<file path="src/rtl/ddr_cmd_pkg.sv">
`timescale 1ns/1ps
package ddr_cmd_pkg;
   typedef enum logic [3:0] {
      CMD_NOP     = 4'd0,
      CMD_DESEL   = 4'd1,
      CMD_ACT     = 4'd2,
      CMD_READ    = 4'd3,
      CMD_WRITE   = 4'd4,
      CMD_PRE     = 4'd5,
      CMD_PREALL  = 4'd6,
      CMD_REFRESH = 4'd7,
      CMD_MODE    = 4'd8,
      CMD_EXTMODE = 4'd9,
      CMD_BSTOP   = 4'd10,
      CMD_PDENTER = 4'd11,
      CMD_PDEXIT  = 4'd12
   } cmd_e;

   typedef enum logic [2:0] {
      BK_IDLE    = 3'd0,
      BK_ACTIVE  = 3'd1,
      BK_READING = 3'd2,
      BK_WRITING = 3'd3,
      BK_PRECHG  = 3'd4
   } bank_e;

   typedef enum logic [1:0] {
      DV_NORMAL  = 2'd0,
      DV_MODESET = 2'd1,
      DV_REFRESH = 2'd2,
      DV_PWRDN   = 2'd3
   } dev_e;
endpackage

</file>
<file path="src/rtl/ddr_cmd_decode.sv">
`timescale 1ns/1ps
module ddr_cmd_decode
   import ddr_cmd_pkg::*;
(
   input  logic cs_n,
   input  logic ras_n,
   input  logic cas_n,
   input  logic we_n,
   input  logic cke,
   input  logic ba0,
   input  logic a10,
   input  logic pd_i,
   output cmd_e cmd_o
);
   always_comb begin
      cmd_o = CMD_NOP;
      if (pd_i) begin
         // in power-down only CKE matters
         cmd_o = cke ? CMD_PDEXIT : CMD_NOP;
      end else if (!cke) begin
         cmd_o = CMD_PDENTER;
      end else if (cs_n) begin
         cmd_o = CMD_DESEL;
      end else begin
         unique case ({ras_n, cas_n, we_n})
            3'b111: cmd_o = CMD_NOP;
            3'b011: cmd_o = CMD_ACT;
            3'b101: cmd_o = CMD_READ;
            3'b100: cmd_o = CMD_WRITE;
            3'b010: cmd_o = a10 ? CMD_PREALL : CMD_PRE;
            3'b001: cmd_o = CMD_REFRESH;
            3'b000: cmd_o = ba0 ? CMD_EXTMODE : CMD_MODE;
            3'b110: cmd_o = CMD_BSTOP;
            default: cmd_o = CMD_NOP;
         endcase
      end
   end
endmodule

</file>
<file path="src/rtl/ddr_cmd_judge.sv">
`timescale 1ns/1ps
module ddr_cmd_judge
   import ddr_cmd_pkg::*;
#(
   parameter  int BANKS = 4,
   localparam int BA_W  = $clog2(BANKS)
) (
   input  cmd_e             cmd_i,
   input  logic [BA_W-1:0]  ba_i,
   input  bank_e            st_i [BANKS],
   input  dev_e             dev_i,
   input  logic             cke_prev_i,
   output logic             legal_o
);
   logic all_idle, any_read, dev_ok;
   bank_e sel_st;

   always_comb begin
      all_idle = 1'b1;
      any_read = 1'b0;
      for (int b = 0; b < BANKS; b++) begin
         if (st_i[b] != BK_IDLE)    all_idle = 1'b0;
         if (st_i[b] == BK_READING) any_read = 1'b1;
      end
   end

   assign sel_st = st_i[ba_i];
   assign dev_ok = (dev_i == DV_NORMAL);

   always_comb begin
      unique case (cmd_i)
         CMD_NOP, CMD_DESEL, CMD_PDEXIT: legal_o = 1'b1;
         CMD_ACT:                legal_o = dev_ok && (sel_st == BK_IDLE);
         CMD_READ, CMD_WRITE:    legal_o = dev_ok &&
                                   (sel_st inside {BK_ACTIVE, BK_READING, BK_WRITING});
         CMD_PRE, CMD_PREALL:    legal_o = dev_ok;
         CMD_REFRESH:            legal_o = dev_ok && all_idle;
         CMD_MODE, CMD_EXTMODE:  legal_o = dev_ok && all_idle && cke_prev_i;
         CMD_BSTOP:              legal_o = dev_ok && any_read;
         CMD_PDENTER:            legal_o = dev_ok && all_idle;
         default:                legal_o = 1'b0;
      endcase
   end
endmodule

</file>
<file path="src/rtl/ddr_bank_fsm.sv">
`timescale 1ns/1ps
module ddr_bank_fsm
   import ddr_cmd_pkg::*;
#(
   parameter  int BURST_CYC = 4,
   parameter  int PRE_CYC   = 3,
   localparam int TMAX      = (BURST_CYC > PRE_CYC) ? BURST_CYC : PRE_CYC,
   localparam int TW        = $clog2(TMAX + 1)
) (
   input  logic  clk,
   input  logic  rst_n,
   input  logic  act_i,
   input  logic  rd_i,
   input  logic  wr_i,
   input  logic  pre_i,
   input  logic  end_i,
   output bank_e st_o
);
   bank_e st_q, st_d;
   logic [TW-1:0] t_q, t_d;

   generate
      if (BURST_CYC < 1 || PRE_CYC < 1) begin : g_bad_cyc
         $error("ddr_bank_fsm: cycle counts must be at least 1");
      end
   endgenerate

   always_comb begin
      st_d = st_q;
      t_d  = t_q;
      unique case (st_q)
         BK_READING, BK_WRITING: if (t_q == '0) st_d = BK_ACTIVE; else t_d = t_q - 1'b1;
         BK_PRECHG:              if (t_q == '0) st_d = BK_IDLE;   else t_d = t_q - 1'b1;
         default: ;
      endcase
      if (act_i) begin
         st_d = BK_ACTIVE;
      end else if (rd_i) begin
         st_d = BK_READING;
         t_d  = TW'(BURST_CYC - 1);
      end else if (wr_i) begin
         st_d = BK_WRITING;
         t_d  = TW'(BURST_CYC - 1);
      end else if (pre_i && (st_q inside {BK_ACTIVE, BK_READING, BK_WRITING})) begin
         st_d = BK_PRECHG;
         t_d  = TW'(PRE_CYC - 1);
      end else if (end_i && (st_q inside {BK_READING, BK_WRITING})) begin
         st_d = BK_ACTIVE;
      end
   end

   always_ff @(posedge clk) begin
      if (!rst_n) begin
         st_q <= BK_IDLE;
         t_q  <= '0;
      end else begin
         st_q <= st_d;
         t_q  <= t_d;
      end
   end

   assign st_o = st_q;

   // an idle bank can only stay idle or open a row
   a_r3_idle_exit: assert property (@(posedge clk) disable iff (!rst_n)
      (st_q == BK_IDLE) |=> (st_q inside {BK_IDLE, BK_ACTIVE}));
   // a precharging bank only ever ends in idle
   a_r5_prechg_exit: assert property (@(posedge clk) disable iff (!rst_n)
      (st_q == BK_PRECHG) |=> (st_q inside {BK_PRECHG, BK_IDLE}));
endmodule

</file>
<file path="src/rtl/ddr_dev_fsm.sv">
`timescale 1ns/1ps
module ddr_dev_fsm
   import ddr_cmd_pkg::*;
#(
   parameter  int MRD_CYC = 2,
   parameter  int RFC_CYC = 6,
   localparam int TMAX    = (MRD_CYC > RFC_CYC) ? MRD_CYC : RFC_CYC,
   localparam int TW      = $clog2(TMAX + 1)
) (
   input  logic clk,
   input  logic rst_n,
   input  logic mode_i,
   input  logic ref_i,
   input  logic pd_i,
   input  logic wake_i,
   output dev_e dev_o
);
   dev_e dev_q, dev_d;
   logic [TW-1:0] t_q, t_d;

   generate
      if (MRD_CYC < 1 || RFC_CYC < 1) begin : g_bad_cyc
         $error("ddr_dev_fsm: cycle counts must be at least 1");
      end
   endgenerate

   always_comb begin
      dev_d = dev_q;
      t_d   = t_q;
      if (dev_q inside {DV_MODESET, DV_REFRESH}) begin
         if (t_q == '0) dev_d = DV_NORMAL;
         else           t_d   = t_q - 1'b1;
      end
      if (mode_i) begin
         dev_d = DV_MODESET;
         t_d   = TW'(MRD_CYC - 1);
      end else if (ref_i) begin
         dev_d = DV_REFRESH;
         t_d   = TW'(RFC_CYC - 1);
      end else if (pd_i) begin
         dev_d = DV_PWRDN;
      end else if (wake_i) begin
         dev_d = DV_NORMAL;
      end
   end

   always_ff @(posedge clk) begin
      if (!rst_n) begin
         dev_q <= DV_NORMAL;
         t_q   <= '0;
      end else begin
         dev_q <= dev_d;
         t_q   <= t_d;
      end
   end

   assign dev_o = dev_q;

   // power-down is left only to normal
   a_r10_pd_exit: assert property (@(posedge clk) disable iff (!rst_n)
      (dev_q == DV_PWRDN) |=> (dev_q inside {DV_PWRDN, DV_NORMAL}));
endmodule

</file>
<file path="src/rtl/ddr_cmd_tracker.sv">
`timescale 1ns/1ps
module ddr_cmd_tracker
   import ddr_cmd_pkg::*;
#(
   parameter  int BANKS     = 4,
   parameter  int BURST_CYC = 4,
   parameter  int PRE_CYC   = 3,
   parameter  int MRD_CYC   = 2,
   parameter  int RFC_CYC   = 6,
   localparam int BA_W      = $clog2(BANKS)
) (
   input  logic               clk,
   input  logic               rst_n,
   input  logic               cke,
   input  logic               cs_n,
   input  logic               ras_n,
   input  logic               cas_n,
   input  logic               we_n,
   input  logic [BA_W-1:0]    ba,
   input  logic               a10,
   output logic [3:0]         cmd_o,
   output logic               illegal_o,
   output logic [3*BANKS-1:0] bank_state_o,
   output logic [1:0]         dev_state_o
);
   generate
      if (BANKS < 2 || (1 << BA_W) != BANKS) begin : g_bad_banks
         $error("ddr_cmd_tracker: BANKS must be a power of two, at least 2");
      end
   endgenerate

   cmd_e  dec_cmd, cmd_q;
   bank_e bst [BANKS];
   dev_e  dev;
   logic  legal, ill_q, cke_q;
   logic  [BANKS-1:0] bursting, idle_v;

   ddr_cmd_decode u_dec (
      .cs_n(cs_n), .ras_n(ras_n), .cas_n(cas_n), .we_n(we_n),
      .cke(cke), .ba0(ba[0]), .a10(a10),
      .pd_i(dev == DV_PWRDN), .cmd_o(dec_cmd));

   ddr_cmd_judge #(.BANKS(BANKS)) u_judge (
      .cmd_i(dec_cmd), .ba_i(ba), .st_i(bst), .dev_i(dev),
      .cke_prev_i(cke_q), .legal_o(legal));

   generate
      for (genvar g = 0; g < BANKS; g++) begin : g_bank
         logic sel;
         assign sel = (ba == BA_W'(g));
         ddr_bank_fsm #(.BURST_CYC(BURST_CYC), .PRE_CYC(PRE_CYC)) u_bank (
            .clk(clk), .rst_n(rst_n),
            .act_i(legal && dec_cmd == CMD_ACT   && sel),
            .rd_i (legal && dec_cmd == CMD_READ  && sel),
            .wr_i (legal && dec_cmd == CMD_WRITE && sel),
            .pre_i(legal && (dec_cmd == CMD_PREALL || (dec_cmd == CMD_PRE && sel))),
            .end_i(legal && (dec_cmd == CMD_BSTOP ||
                             ((dec_cmd inside {CMD_READ, CMD_WRITE}) && !sel))),
            .st_o (bst[g]));
         assign bank_state_o[3*g +: 3] = bst[g];
         assign bursting[g] = (bst[g] inside {BK_READING, BK_WRITING});
         assign idle_v[g]   = (bst[g] == BK_IDLE);
      end
   endgenerate

   ddr_dev_fsm #(.MRD_CYC(MRD_CYC), .RFC_CYC(RFC_CYC)) u_dev (
      .clk(clk), .rst_n(rst_n),
      .mode_i(legal && (dec_cmd inside {CMD_MODE, CMD_EXTMODE})),
      .ref_i (legal && dec_cmd == CMD_REFRESH),
      .pd_i  (legal && dec_cmd == CMD_PDENTER),
      .wake_i(legal && dec_cmd == CMD_PDEXIT),
      .dev_o (dev));

   always_ff @(posedge clk) begin
      if (!rst_n) begin
         cke_q <= 1'b0;
         cmd_q <= CMD_NOP;
         ill_q <= 1'b0;
      end else begin
         cke_q <= cke;
         cmd_q <= dec_cmd;
         ill_q <= !legal;
      end
   end

   assign cmd_o       = cmd_q;
   assign illegal_o   = ill_q;
   assign dev_state_o = dev;

   // never two bursts at once
   a_r7_single_burst: assert property (@(posedge clk) disable iff (!rst_n)
      $onehot0(bursting));
   // power-down only with every bank closed
   a_r10_pd_all_idle: assert property (@(posedge clk) disable iff (!rst_n)
      (dev == DV_PWRDN) |-> (&idle_v));
   // refresh only with every bank closed
   a_r8_ref_all_idle: assert property (@(posedge clk) disable iff (!rst_n)
      (dev == DV_REFRESH) |-> (&idle_v));
   // mode write only with every bank closed
   a_r6_mode_all_idle: assert property (@(posedge clk) disable iff (!rst_n)
      (dev == DV_MODESET) |-> (&idle_v));
endmodule

</file>
<file path="config.mk">
export PLATFORM = sky130hd
export DESIGN_NAME = ddr_cmd_tracker
export DESIGN_NICKNAME = d
export VERILOG_FILES = /design/src/rtl/ddr_cmd_pkg.sv /design/src/rtl/ddr_cmd_decode.sv /design/src/rtl/ddr_cmd_judge.sv /design/src/rtl/ddr_bank_fsm.sv /design/src/rtl/ddr_dev_fsm.sv /design/src/rtl/ddr_cmd_tracker.sv
export SDC_FILE = /design/constraint.sdc
export NUM_CORES = 1
export LEC_CHECK = 0
export BUFFER_PORTS_ARGS = -buffer_cell sky130_fd_sc_hd__buf_2
export CAP_MARGIN = 25
export CORE_MARGIN = 5
export CORE_UTILIZATION = 63
export DETAILED_ROUTE_END_ITERATION = 10
export PLACE_DENSITY_LB_ADDON = 0.12
export SYNTH_ARGS = -nofsm -noshare
export SYNTH_HDL_FRONTEND = slang
export SYNTH_SLANG_ARGS = --single-unit
</file>
<file path="constraint.sdc">
create_clock -name clk -period 4.76 [get_ports clk]
set_input_delay 0 -clock clk [delete_from_list [all_inputs] [get_ports clk]]
set_output_delay 0 -clock clk [all_outputs]
set_load 0.02 [all_outputs]
</file>
Word level (Yosys, flattened, before mapping)
Cells that the tools add are included.

Flip-flop bits (word level): 35. Latch bits: 0. RAM bits: 0. ROM bits: 0. Bits of input ports: 10. Output and inout bits: 19. Logic and storage cells: 333. Memories kept: 0.

Add/sub/neg operators: 5. $mul: 0. Div/mod/pow operators: 0. $lt $le $gt $ge: 1. Equality and inequality tests: 70. Shift-type cells: 0. Muxes and demuxes: 85. Bitwise operators: 3. Reductions and logical operators: 145.

Operator list (number): $mux W3 (45); $ne A7 B1 Y1 const B (8); $logic_and A1 B1 Y1 (48); $ne A6 B1 Y1 const B (8); $eq A3 B2 Y1 const B (12); $reduce_and A3 Y1 (12); $ne A4 B1 Y1 const B (8); $pmux W4 S8 (1); $reduce_bool A3 Y1 (10); $mux W2 (14); $reduce_bool A7 Y1 (4); $reduce_or A2 Y1 (13); $eq A3 B3 Y1 const B (8); $pmux W3 S2 (4); $reduce_bool A4 Y1 (6); $reduce_bool A6 Y1 (4); $logic_not A3 Y1 (7); $eq A4 B4 Y1 const B (5); $eq A3 B1 Y1 const B (6); $reduce_or A3 Y1 (6); $eq A4 B3 Y1 const B (4); $mux W4 (4); $reduce_bool A2 Y1 (8); $reduce_or A4 Y1 (4); other kinds (19) (60).

Logic depth before layout (Yosys ltp)
Gate-level depths: netlist of the first run.

Word-level depth: 16. Depth in mapped cells: 12. Depth with buffers taken out: 10.

Modules after synthesis
From an unflattened synthesis of the first run, not the netlist that was laid out.

Cells, all modules: 331. Area, all modules: 2701.3 µm².

Modules (own cells, without submodules): ddr_bank_fsm (instances 4, cells an instance 44, area an instance 395.4 µm²); ddr_cmd_tracker (instances 1, cells an instance 67, area an instance 470.5 µm²); ddr_dev_fsm (instances 1, cells an instance 33, area an instance 284.0 µm²); ddr_cmd_judge (instances 1, cells an instance 35, area an instance 240.2 µm²); ddr_cmd_decode (instances 1, cells an instance 20, area an instance 125.1 µm²).

Worst setup path after synthesis of the first run
No wires, ideal clock.

Kind: reg-to-reg. From: reg u_dev.dev_q[0] (netlist: u_dev.dev_o[0]). To: reg g_bank[0].u_bank.st_q[0]. Arrival: 2.582 ns. Path slack: 2.107 ns. Cell stages (with the launch flop): 13. Buffers on the path: 2. Clock period less this slack: 2.653 ns. Cells stage by stage: dfxtp_1 > ha_1 > clkbuf_1 > nor3_1 > a22oi_1 > a211oi_1 > a31oi_1 > o211ai_2 > a21oi_2 > buf_2 > a21oi_1 > o21ai_1 > mux2i_1.

Word-level cells in the longest chain between the ends: 13. Elaborated cells on any way between the ends: 51. Those cells by class: 15 x eq/ne; 7 x mux; 29 x reduce/logical.

RTL lines: start, declared (line ddr_dev_fsm.sv:18) `dev_e dev_q, dev_d;`; start signal, assigned (line ddr_dev_fsm.sv:52) `dev_q <= dev_d;`; parallel branches: the longest is 13 deep, another holds $pmux W1 S7; end signal, assigned (line ddr_bank_fsm.sv:57) `st_q <= st_d;`; end, declared (line ddr_bank_fsm.sv:19) `bank_e st_q, st_d;`.

Parallel ways; which one is timed is not known. A chain may end at the register's enable or synchronous reset.

Worst setup path in the final report of the first run
From: reg u_dev.dev_q[0] (netlist: u_dev.dev_o[0]). To: reg g_bank[2].u_bank.st_q[0].

Word-level cells in the longest chain between the ends: 13. Elaborated cells on any way between the ends: 51. Those cells by class: 15 x eq/ne; 7 x mux; 29 x reduce/logical.

RTL lines (line): parallel branches: the longest is 13 deep, another holds $pmux W1 S7; end signal, assigned (ddr_bank_fsm.sv:57); end, declared (ddr_bank_fsm.sv:19).

Parallel ways; which one is timed is not known.

==> results of run 1 <==
[logic make-up (layout without fill, tap and decap cells)]
family / Yosys count / in the layout / share of synthesized area
flops: 35 / 35 / 0.272
compound gates: 111 / 111 / 0.295
mux: 3 / 3 / 0.0213
buf+inv: 38 / 62 / 0.0694
xor+xnor: 7 / 7 / 0.0238
fa+ha+maj: 12 / 12 / 0.0582
simple gates: 134 / 134 / 0.261
[cell usage after synthesis, drive strengths merged, types with 3 or more instances]
library cell / n
a211oi: 6
a21o: 5
a21oi: 28
a31oi: 6
buf: 8
clkbuf: 4
dfxtp: 35
ha: 12
inv: 25
nand2: 31
nand2b: 9
nand3: 7
nor2: 35
nor2b: 7
nor3: 17
nor4: 6
o2111ai: 3
o211ai: 5
o21a: 9
o21ai: 24
o31ai: 3
or2: 7
or3: 4
or4: 3
xnor2: 6
[flip-flops by register name (all words and copies together), names as in the netlist]
signal,count
u_dev.dev_o,2
g_bank.u_bank.t_q,12
cke_q,1
illegal_o,1
cmd_o,4
g_bank.u_bank.st_o,12
u_dev.t_q,3
[power groups by stage]
| stage | registers, mW | clock network, mW | logic [mW] |
|---|---|---|---|
| finish | 0.312 | 0.268 | 0.161 |
| global route | 0.314 | 0.293 | 0.178 |
| CTS | 0.312 | 0.276 | 0.159 |
| detailed placement | 0.319 | 0 | 0.158 |
| global placement | 0.318 | 0 | 0.157 |
| floorplan | 0.327 | 0 | 0.119 |
[cells in the final DEF, fill, tap and decap left out, types with 3 or more instances in the layout]
cell and n:
a21oi_1 27, nor4_1 6, nand3_1 7, buf_2 28, nor2b_1 7, dfxtp_1 35, nor3_1 17, or2_1 4
clkbuf_8 5, ha_1 12, a211oi_1 6, xnor2_1 6, a31oi_1 5, nor2_1 34, o31ai_1 3, o21a_1 9
nand2b_1 9, o21ai_0 19, inv_1 25, o21ai_1 4, a21o_1 5, o211ai_1 4, nand2_1 31, or3_1 4
[final cells by class]
class                   instances  area share
inverters                      26      0.0347
well taps                      50      0.0222
flip-flops and latches         35       0.249
clock inverters                 3      0.0156
repair buffers                 28      0.0498
clock buffers                   5      0.0245
multi-input cells             267       0.604
[stage by stage]
| stage | power (mW) | setup WS, ns |
|---|---|---|
| after CTS | 0.746 | 1.28 |
| after floorplan | 0.446 | 2.11 |
| final | 0.741 | 1.20 |
| after global placement | 0.475 | 1.53 |
| after detailed placement | 0.477 | 1.30 |
| after global routing | 0.784 | 0.912 |
[worst register-to-register path, delay by kind of cell (launching register included)]
kind	cells	cell delay (ns)
AOI/OAI and AO/OA	8	2.49
adders and majority gates	1	0.41
buffers and inverters	1	0.18
DFF	1	0.40
[how the worst max path moves through the flow]
stage               slack [ns]  depth (start not counted)                       end            from
global placement          1.53                         10  g_bank[2].u_bank.st_o[0]  u_dev.dev_o[0]
detailed placement        1.30                         10  g_bank[2].u_bank.st_o[0]  u_dev.dev_o[0]
finish                    1.20                         10  g_bank[2].u_bank.st_o[0]  u_dev.dev_o[0]
CTS                       1.28                         10  g_bank[2].u_bank.st_o[0]  u_dev.dev_o[0]
floorplan                 2.11                         12  g_bank[0].u_bank.st_o[0]  u_dev.dev_o[0]
global route              0.91                         10  g_bank[2].u_bank.st_o[0]  u_dev.dev_o[0]
[routing by layer]
layer	GRT usage	vias up	share of wire
li1	-	1279	-
met1	0.333	1196	0.46
met2	0.406	81	0.46
met3	0.0514	13	0.065
met4	0.0785	0	0.017
met5	0	-	0
==> metrics.txt, run 1 <==
largest net degree at the start of global routing=24; Slew HR=0.371; maximum clock path buffer count=2; crit path max-delay cell type=a21oi_2; Skew-Pair Late Insertion Delay=0.29 ns; power per cell area=263 nW/um^2; Flop pwr share=0.421; Post-Layout Inst Area=2810 um^2; drt via density=6.21; Reg clk slew, reported paths=0.08 ns; Lkg Pwr=1.11 nW; Combinational Power Share=0.217; Clk pwr share=0.362; worst path arrival time=3.78 ns; final setup violation count=0; Hold Path Sink=cmd_o[3]; Top FF cell, synth=dfxtp_1; Tmin final=3.56 ns; grt ovf=0; Switching Fraction=0.303; IO buf count=28; Synth async-reset ratio=0; first-pass GRT wire length=10800 um; share of layout cells above drive strength 1=0.143; boundary pin count=29; GPL Wtd Cong=0.900; FF-to-FF setup slack=1.20 ns; netlist area before placement=2580 um^2; top cells by area, synth=dfxtp_1, ha_1, a21oi_1, nor2_1, nand2_1; Max-cap violations=0; Internal Power=516 uW; Reg area=701 um^2; worst flop-to-flop path startpoint=u_dev.dev_o[0]; CTS HTree Levels=2; placed insts=406; kind of critical path=flip-flop to flip-flop; worst clock skew=0.00826 ns; antenna cells=0; Worst-Margin Slew=0.944 ns; post-synthesis sequential area ratio=0.272; synthesized area per cell=7.58 um^2; GR Util All Layers=0.250; final hold violation count=0; die area=5470 um^2; Initial Utilization=0.649; FP Rows=23; Pre-antenna DRT Iters=5; Die X-Extent=74.0 um; Multi-input gate area=1700 um^2; final WL=6240 um; synthesized net count=362; Layout Cells excl Fill=414; P&R area growth vs syn=9.07%; top-area cell type share of the netlist area=0.272; initial antenna violation count=0; Residual DRC=0; Final Slew Violations=0; Largest stage delay, worst path=0.73 ns; Worst Setup End Kind=flip-flop; sw power=225 uW; hold_ws=0.0251 ns; R2R depth=10; worst-path cell chain=ha_1, inv_1, a22oi_1, a211oi_1, a31oi_1, o211ai_2, a21oi_2, o21ai_1, a2111o_1, o211ai_1; Filler Cell Count=343; post-route ant nets=0; Synth Warn #=0; crit-path leading delay family=compound AO/OA/AOI/OAI gates; die height=74.0 um; nets@finish=385; RSZ-0062 raised after global routing=no; DP HPWL=4640 um; Post-synth EDFFs=0; Yosys cell types=64; worst r2r dst=g_bank[2].u_bank.st_o[0]; CTS Buf Count=5; drt first-iter violations=249; Hold Crit Class=input pin to flip-flop; number of global-route vias before repair=2422; clk sinks=35; hold_buf cts=0; Via Count=2569; Hold Crit Depth=3; final core occ=0.708; placed inst area=2700 um^2; Max VDD drop=0.237 mV; Peak Freq=0.281 GHz; Mapped Cells=340; Yosys reg bits=35; CTS root buf=clkbuf_8; post-CTS setup buffer count=0; Hold Startpoint=cke; total core area=3970 um^2; CP bufs+invs=1; Post-CTS Resized=0; Worst Setup Start Kind=flip-flop; Data required, critical path=4.97 ns; CTS tree=built; setup TNS=0 ns; status=complete, no violations; critical path fanouts, max=23; Yosys top cell by area=dfxtp_1; routed len/inst=15.1 um; Final period util=0.749
Note: power is estimated with default switching activity, not from simulation.
==> run 2: changes to the inputs <==
--- a/config.mk
+++ b/config.mk
@@ -8,7 +8,7 @@
 export BUFFER_PORTS_ARGS = -buffer_cell sky130_fd_sc_hd__buf_2
 export CAP_MARGIN = 25
 export CORE_MARGIN = 5
-export CORE_UTILIZATION = 63
+export CORE_UTILIZATION = 59
 export DETAILED_ROUTE_END_ITERATION = 10
 export PLACE_DENSITY_LB_ADDON = 0.12
 export SYNTH_ARGS = -nofsm -noshare
==> constraint.sdc (replaced) <==
create_clock -name clk -period 3.45 [get_ports clk]
set_input_delay 0 -clock clk [delete_from_list [all_inputs] [get_ports clk]]
set_output_delay 0 -clock clk [all_outputs]
set_load 0.02 [all_outputs]
==> run 2 against run 1 <==
  * First-iteration DRC count decreased by 33%
  * Clock power up 40%
  * Register-to-register slack got worse by 0.88 ns
  * Routed wire length rose by 1.5%
  * Largest power group unchanged
  * Die area is 5.8% higher
==> metrics.txt, run 2 (synthesis gave the netlist of run 1 again) <==
status=complete, no violations; Skew-Pair Late Insertion Delay=0.30 ns (about the same); number of global-route vias before repair=2349 (-3.0%); antenna cells=0 (unchanged); Data required, critical path=3.66 ns (-1.31 ns); nets@finish=389 (+1.0%); CP bufs+invs=2 (+1); Max-cap violations=0 (unchanged); Worst-Margin Slew=0.730 ns (-0.214 ns); Lkg Pwr=1.13 nW (+1.7%); power per cell area=364 nW/um^2 (+38%); Hold Crit Class=input pin to flip-flop; DP HPWL=4690 um (+1.1%); first-pass GRT wire length=10800 um (-0.58%); Die X-Extent=76.1 um (+2.9%); share of layout cells above drive strength 1=0.152 (+0.00932); Layout Cells excl Fill=420 (+1.4%); final setup violation count=0 (unchanged); clk sinks=35 (unchanged); worst path setup slack after routing=0.319 ns (-0.876 ns); CTS root buf=clkbuf_8; Via Count=2554 (-0.58%); most common cell after layout, fill and taps aside=dfxtp_1; most frequent cells in the layout=dfxtp_1, nor2_1, nand2_1; Largest stage delay, worst path=0.48 ns (-0.25 ns); worst path arrival time=3.34 ns (-0.44 ns); die area=5790 um^2 (+5.8%); Max VDD drop=0.237 mV (about the same); Worst Setup Start Kind=flip-flop; placed inst area=2730 um^2 (+1.2%); boundary pin count=29 (unchanged); GR Util All Layers=0.218 (-0.0317); kind of critical path=flip-flop to flip-flop; final hold violation count=0 (unchanged); Place WS=0.441 ns (-0.855 ns); Pre-antenna DRT Iters=5 (unchanged); CTS Buf Count=5 (unchanged); drt via density=6.08 (-2.0%); grt ovf=0 (unchanged); crit path max-delay cell type=a21oi_2; Initial Utilization=0.601 (-0.0488); Worst Setup End Kind=flip-flop; Post-CTS Resized=0 (unchanged); FP Rows=24 (+4.3%); CTS tree=built; Residual DRC=0 (unchanged); worst-path cell chain=ha_1, inv_1, a22oi_1, a211oi_1, a31oi_1, o211ai_2, a21oi_2, buf_4, nand4b_2, nand2_1, o31ai_1; post-CTS setup buffer count=0 (unchanged); P&R area growth vs syn=10.3%; die height=76.1 um (+2.9%); Final period util=0.907 (+0.159); Final Slew Violations=0 (unchanged); drt first-iter violations=168 (-33%); setup TNS=0 ns (unchanged); total core area=4290 um^2 (+8.1%); routed len/inst=15.1 um (about the same); critical path fanouts, max=13 (-43%); Peak Freq=0.319 GHz (+14%); hold_buf cts=0 (unchanged); maximum clock path buffer count=2 (unchanged); RSZ-0062 raised after global routing=no; final WL=6330 um (+1.5%); GPL Wtd Cong=0.948 (+5.4%); largest net degree at the start of global routing=19 (-21%); Slew HR=0.501 (+0.130); placed insts=412 (+1.5%); CTS HTree Levels=2 (unchanged); crit-path leading delay family=compound AO/OA/AOI/OAI gates; Tmin final=3.13 ns (-0.434 ns); Post-Layout Inst Area=2850 um^2 (+1.2%); Reg clk slew, reported paths=0.08 ns (about the same); initial antenna violation count=0 (unchanged); post-route ant nets=0 (unchanged); IO buf count=28 (unchanged); worst clock skew=0.00419 ns (-0.00407 ns)
[run 2: metrics by stage]
stage,total power [mW],hold slack (ns),util
CTS,1.03,0.0228,0.663
detailed placement,0.664,0.332,0.636
global placement,0.662,0.334,0.636
finish,1.04,0.0288,0.663
global route,1.09,0.0528,0.663
floorplan,0.615,0.148,-
[run 2: area by class of cell]
type                       instances  area [um^2]
multi-input combinational        267         1700
fill                             386         1450
sequential                        35          701
timing repair buffer              32          170
inverter                          26         97.6
clock buffer                       5         68.8
tap                               52         65.1
clock inverter                     3         43.8
[run 2: path summary, 6_finish.rpt]
| check | startpoint | endpoint | slack (ns) | cells after the start |
|---|---|---|---|---|
| max | u_dev.dev_o[0] | g_bank[3].u_bank.st_o[0] | 0.32 | 11 |
| min | cke | cmd_o[3] | 0.03 | 3 |
| max reg2reg | u_dev.dev_o[0] | g_bank[3].u_bank.st_o[0] | 0.32 | 11 |
| min reg2reg | g_bank[0].u_bank.t_q[1] | g_bank[0].u_bank.t_q[1] | 0.52 | 2 |
[run 2: layer usage]
layer  up-vias  share of wire  GRT usage
li1       1285              -          -
met5         -              0          0
met1      1138           0.47      0.300
met2       113           0.43      0.334
met3        18          0.078     0.0508
met4         0          0.022     0.0717
[run 2: power by group]
group | internal (mW) | leakage [nW] | switching [mW]
Clock | 0.215 | 0.0581 | 0.161
Sequential | 0.420 | 0.284 | 0.00960
Combinational | 0.0827 | 0.790 | 0.146
Total | 0.718 | 1.13 | 0.317
[run 2: worst min-delay path, delay by kind of cell]
kind                   cells  cell delay [ns]
AND/OR/NAND/NOR            1             0.08
buffers and inverters      1             0.15
AO/OA/AOI/OAI              1             0.06
